<file path="src/rtl/npc_pkg.sv">
package npc_pkg;
  localparam int unsigned XLEN = 32;
  localparam int unsigned OP_W = 3;

  typedef enum logic [OP_W-1:0] {
    OP_SEQ = 3'd0,
    OP_BEQ = 3'd1,
    OP_BNE = 3'd2,
    OP_J   = 3'd3,
    OP_JAL = 3'd4,
    OP_JR  = 3'd5
  } npc_op_e;
endpackage

</file>
<file path="src/rtl/npc_target_gen.sv">
module npc_target_gen #(
  parameter int unsigned XLEN   = 32,
  parameter int unsigned IMM_W  = 16,
  parameter int unsigned JIDX_W = 26
) (
  input  logic [XLEN-1:0]   pc_i,
  input  logic [IMM_W-1:0]  imm_i,
  input  logic [JIDX_W-1:0] jidx_i,
  output logic [XLEN-1:0]   seq_o,
  output logic [XLEN-1:0]   br_o,
  output logic [XLEN-1:0]   jmp_o
);
  localparam int unsigned SEXT_W = XLEN - IMM_W - 2;
  localparam int unsigned HI_W   = XLEN - JIDX_W - 2;

  logic [XLEN-1:0] disp;

  assign seq_o = pc_i + XLEN'(4);
  assign disp  = {{SEXT_W{imm_i[IMM_W-1]}}, imm_i, 2'b00};
  assign br_o  = seq_o + disp;
  // region bits come from the incremented PC
  assign jmp_o = {seq_o[XLEN-1 -: HI_W], jidx_i, 2'b00};
endmodule

</file>
<file path="src/rtl/npc_decide.sv">
module npc_decide
  import npc_pkg::*;
#(
  parameter int unsigned XLEN = 32
) (
  input  logic [OP_W-1:0] op_i,
  input  logic            stall_i,
  input  logic [XLEN-1:0] rs_i,
  input  logic [XLEN-1:0] rt_i,
  input  logic [XLEN-1:0] seq_i,
  input  logic [XLEN-1:0] br_i,
  input  logic [XLEN-1:0] jmp_i,
  output logic [XLEN-1:0] next_o,
  output logic            load_o,
  output logic            taken_o,
  output logic            link_we_o,
  output logic            align_err_o
);
  logic same;
  assign same = (rs_i == rt_i);

  always_comb begin
    next_o      = seq_i;
    load_o      = 1'b1;
    taken_o     = 1'b0;
    link_we_o   = 1'b0;
    align_err_o = 1'b0;
    case (op_i)
      OP_BEQ: if (same)  begin next_o = br_i; taken_o = 1'b1; end
      OP_BNE: if (!same) begin next_o = br_i; taken_o = 1'b1; end
      OP_J:   begin next_o = jmp_i; taken_o = 1'b1; end
      OP_JAL: begin next_o = jmp_i; taken_o = 1'b1; link_we_o = 1'b1; end
      OP_JR: begin
        if (rs_i[1:0] != 2'b00) begin
          align_err_o = 1'b1;
          load_o      = 1'b0;
        end else begin
          next_o  = rs_i;
          taken_o = 1'b1;
        end
      end
      default: ;
    endcase
    if (stall_i) begin
      load_o      = 1'b0;
      taken_o     = 1'b0;
      link_we_o   = 1'b0;
      align_err_o = 1'b0;
    end
  end
endmodule

</file>
<file path="src/rtl/npc_pc_reg.sv">
module npc_pc_reg #(
  parameter int unsigned       XLEN      = 32,
  parameter logic [XLEN-1:0]   RESET_VEC = '0
) (
  input  logic            clk_i,
  input  logic            rst_ni,
  input  logic            en_i,
  input  logic [XLEN-1:0] d_i,
  output logic [XLEN-1:0] q_o
);
  always_ff @(posedge clk_i or negedge rst_ni) begin
    if (!rst_ni)   q_o <= RESET_VEC;
    else if (en_i) q_o <= d_i;
  end
endmodule

</file>
<file path="src/rtl/npc_unit.sv">
module npc_unit
  import npc_pkg::*;
#(
  parameter int unsigned   IMM_W     = 16,
  parameter int unsigned   JIDX_W    = 26,
  parameter int unsigned   RIDX_W    = 5,
  parameter int unsigned   LINK_IDX  = 31,
  parameter logic [31:0]   RESET_VEC = 32'h0
) (
  input  logic              clk_i,
  input  logic              rst_ni,
  input  logic              stall_i,
  input  logic [OP_W-1:0]   op_i,
  input  logic [XLEN-1:0]   rs_val_i,
  input  logic [XLEN-1:0]   rt_val_i,
  input  logic [IMM_W-1:0]  imm_i,
  input  logic [JIDX_W-1:0] jidx_i,
  output logic [XLEN-1:0]   pc_o,
  output logic [XLEN-1:0]   link_o,
  output logic              link_we_o,
  output logic [RIDX_W-1:0] link_idx_o,
  output logic              taken_o,
  output logic              align_err_o
);
  logic [XLEN-1:0] seq_pc, br_pc, jmp_pc, next_pc;
  logic            load;

  npc_target_gen #(.XLEN(XLEN), .IMM_W(IMM_W), .JIDX_W(JIDX_W)) u_tgt (
    .pc_i   (pc_o),
    .imm_i  (imm_i),
    .jidx_i (jidx_i),
    .seq_o  (seq_pc),
    .br_o   (br_pc),
    .jmp_o  (jmp_pc)
  );

  npc_decide #(.XLEN(XLEN)) u_dec (
    .op_i        (op_i),
    .stall_i     (stall_i),
    .rs_i        (rs_val_i),
    .rt_i        (rt_val_i),
    .seq_i       (seq_pc),
    .br_i        (br_pc),
    .jmp_i       (jmp_pc),
    .next_o      (next_pc),
    .load_o      (load),
    .taken_o     (taken_o),
    .link_we_o   (link_we_o),
    .align_err_o (align_err_o)
  );

  npc_pc_reg #(.XLEN(XLEN), .RESET_VEC(RESET_VEC)) u_pc (
    .clk_i  (clk_i),
    .rst_ni (rst_ni),
    .en_i   (load),
    .d_i    (next_pc),
    .q_o    (pc_o)
  );

  assign link_o     = seq_pc;
  assign link_idx_o = RIDX_W'(LINK_IDX);
endmodule

</file>
<file path="config.mk">
export PLATFORM = sky130hd
export DESIGN_NAME = npc_unit
export DESIGN_NICKNAME = d
export VERILOG_FILES = /design/src/rtl/npc_pkg.sv /design/src/rtl/npc_target_gen.sv /design/src/rtl/npc_decide.sv /design/src/rtl/npc_pc_reg.sv /design/src/rtl/npc_unit.sv
export SDC_FILE = /design/constraint.sdc
export NUM_CORES = 1
export LEC_CHECK = 0
export BUFFER_PORTS_ARGS = -buffer_cell sky130_fd_sc_hd__buf_2
export CELL_PAD_IN_SITES_DETAIL_PLACEMENT = 1
export CELL_PAD_IN_SITES_GLOBAL_PLACEMENT = 1
export CORE_MARGIN = 2
export CORE_UTILIZATION = 35
export DETAILED_ROUTE_END_ITERATION = 7
export PLACE_DENSITY_LB_ADDON = 0.15
export SLEW_MARGIN = 20
export SYNTH_ARGS = -nofsm -noshare
export SYNTH_HDL_FRONTEND = slang
export SYNTH_SLANG_ARGS = --single-unit
</file>
<file path="constraint.sdc">
create_clock -name clk_i -period 4.1 [get_ports clk_i]
set_clock_uncertainty 0.2 [all_clocks]
set_input_delay 0.615 -clock clk_i [delete_from_list [all_inputs] [get_ports clk_i]]
set_output_delay 0.615 -clock clk_i [all_outputs]
set_load 0.02 [all_outputs]
</file>
==> flow_summary.json <==
{
  "syn_area_um2": 4507,
  "synthSimpleGateAreaFrac_pct": 23.10,
  "pre_cts_ws_ns": 0.06534,
  "path_max_fanout": 8,
  "cts.sinks": 32,
  "path_class": "flop to flop",
  "grt_max_degree": 33,
  "cts_root_buf": "clkbuf_16",
  "route.detailed.wl_per_inst_um": 21.37,
  "syn_to_final_growth_pct": 34.09,
  "finalCritPeriodShare_pct": 99.14,
  "largest_register_ffs": 32,
  "rows": 41,
  "cpMostUsedCell": "nand4_1",
  "tns_ns": 0,
  "viasPerCell": 5.777,
  "synth_compound_area_share_pct": 28.60,
  "cp_num_buf_inv": 1,
  "cap_violations": 0,
  "largest-register": "u_pc.q_o",
  "io_buffers": 178,
  "worstPathArrival_ns": 4.08,
  "clkLatencyLatePin_ns": 0.29,
  "synth_edf_count": 0,
  "top_regs": "u_pc.q_o: 32 flops",
  "fill_cells": 1662,
  "die-height_um": 117.5,
  "n_antenna_cell": 0,
  "drt_first_pass_iters": 4,
  "vias": 5482,
  "drt_wl_total_mm": 20.28,
  "grt_setup_unrepaired": "yes",
  "htree_levels": 2,
  "initialDrtViolationCount": 273,
  "synthMuxAreaShare_pct": 0.6663,
  "synthArstFlopShare_pct": 100.0,
  "cts-buffers-inserted": 5,
  "worst_path_max_delay_cell": "or4_4",
  "fmax_ghz": 0.2460,
  "fin_nets": 925,
  "synth_seq_cells": 32,
  "grt_overflow": 0,
  "synth_xor_area_share_pct": 15.35,
  "p_per_area_nw_per_um2": 483.7,
  "synth_cell_types": 64,
  "worstSetupStartpointType": "flop",
  "antenna_found_initial": 0,
  "ir_worst_vdd_mv": 0.1913,
  "dp_hpwl_mm": 16.09,
  "initial_core_util_pct": 35.71,
  "syn_area_per_cell_um2": 7.811,
  "grt_pass1_wl_mm": 31.53,
  "power_uw": 2923,
  "final-seq-area_um2": 803.3,
  "netlist_instances": 577,
  "relSlewSlack_pct": 31.50,
  "track_usage_pct": 28.61,
  "synthAdderAreaFrac_pct": 10.16,
  "drc_errors": 0,
  "tightest_slew_ns": 1.025,
  "critPathMaxStageDelay_ns": 0.50,
  "power.leakage_uw": 0.002815,
  "setup_viol": 0,
  "synth_top_family_by_area": "compound AO/OA/AOI/OAI gates",
  "grt_pass1_vias": 5700,
  "worstSetupEndpointType": "flop",
  "coreArea_um2": 12620,
  "status": "finished clean",
  "fp.dieArea_um2": 13800,
  "yosysWarnings": 0,
  "ant_nets": 0,
  "drv_slew": 0,
  "cts_tree": "built",
  "seq_area_frac_synth_pct": 17.77,
  "multi_input_area_um2": 3651,
  "gp_congestion": 1.011,
  "layout_min_cycle_time_ns": 4.065,
  "clockBufferDepth": 2,
  "hold_class": "input port to asynchronous set/reset pin",
  "layout.cells.most_common": "buf_2",
  "drive_gt1_share_pct": 33.59,
  "worstPathRequired_ns": 4.12,
  "setup_ws_ns": 0.03509,
  "hold_viol": 0,
  "final_cell_mix": "buf_2 (178), xnor2_1 (58), nor2_1 (53), nand2_1 (44), buf_4 (40)",
  "cts.clk_slew.worst_paths_ns": 0.06,
  "crit_chain": "and3_2 -> and4_1 -> nand4_1 -> xnor2_2 -> ha_1 -> nand4_1 -> nor2b_1 -> buf_4 -> a211oi_2 -> nor4bb_2 -> nor4_2 -> or4_4 -> a21o_1 -> a31oi_1",
  "critPathTopFamily": "simple AND/OR/NAND/NOR gates",
  "die_w_um": 117.5,
  "synth_flop_cell": "dfrtp_1",
  "ios": 184
}
cell type report:
type	count	share of cell area, %
inverter	13	0.8075
multi-input combinational	507	60.41
tap	172	3.561
clock buffer	6	2.133
clock inverter	1	0.08282
sequential	32	13.29
timing repair buffer	218	19.71
through the flow:
step | area [um^2] | util [%] | hold WS, ns | std cells
2_1_floorplan | 4537 | - | 0.1194 | 581
3_3_place_gp | 5773 | 45.75 | 0.3057 | 937
3_5_place_dp | 5773 | 45.75 | 0.3107 | 937
4_1_cts | 5907 | 46.81 | 0.2883 | 944
5_1_grt | 6043 | 47.89 | 0.3211 | 949
6_report | 6043 | 47.89 | 0.2565 | 949
repair_timing:
item / 4_1_cts / 5_1_grt
resized for setup: 0 / 21
hold buffers: 0 / 0
buffers inserted: 0 / 5
endpoints found under the setup margin: 0 / 12
worst paths after layout:
kind / start / end / slack (ns) / cells after the start
hold reg to reg: u_pc.q_o[0] / u_pc.q_o[0] / 0.32 / 1
hold / removal: rst_ni / u_pc.q_o[11] / 0.26 / 1
setup / recovery: u_pc.q_o[4] / u_pc.q_o[31] / 0.04 / 14
setup reg to reg: u_pc.q_o[4] / u_pc.q_o[31] / 0.04 / 14
max in group asynchronous: rst_ni / u_pc.q_o[4] / 2.80 / 1
min in group clk_i: u_pc.q_o[0] / u_pc.q_o[0] / 0.32 / 1
layer usage:
metal / vias up / GRT usage, % / part of all wire, %
met3: 40 / 5.475 / 6.1
met2: 212 / 49.01 / 47
li1: 2556 / - / -
met1: 2674 / 36.35 / 43
met5: - / 0 / 0
met4: 0 / 8.961 / 3.1
logic make-up after synthesis:
logic type / count (synthesis)
and+or+nand+nor: 203
AOI/OAI and AO/OA: 181
xor gates and xnor gates: 79
buffers and inverters: 42
adders and majority gates: 36
DFF: 32
muxes: 3
other: 1
power by group:
part / total [uW] / switching, uW / leakage [uW] / internal, uW
Sequential: 533 / 136 / 0.000366 / 397
Combinational: 2000 / 1210 / 0.00238 / 798
Clock: 387 / 165 / 0.0000667 / 222
cells in the mapped netlist (5+ instances only):
cell,number,area [um^2]
nand3_1,24,120.1
ha_1,35,437.9
inv_1,13,48.80
a21o_1,21,157.7
o21bai_1,5,37.54
nand2b_1,8,50.05
clkbuf_1,15,56.30
xor2_1,16,140.1
buf_4,7,52.55
nand4_1,19,118.9
o21ai_0,25,125.1
xnor2_1,63,551.8
o21a_1,6,45.04
buf_2,7,35.03
a21oi_1,40,200.2
a221o_1,15,150.1
dfrtp_1,32,800.8
nand2_1,44,165.2
a31oi_1,8,50.05
and3_1,13,81.33
o211ai_1,5,37.54
nor2b_1,6,37.54
nor3_1,8,40.04
a221oi_1,19,166.4
nor2_1,55,206.5
a22oi_1,6,45.04
(Power assumes the default switching activity.)
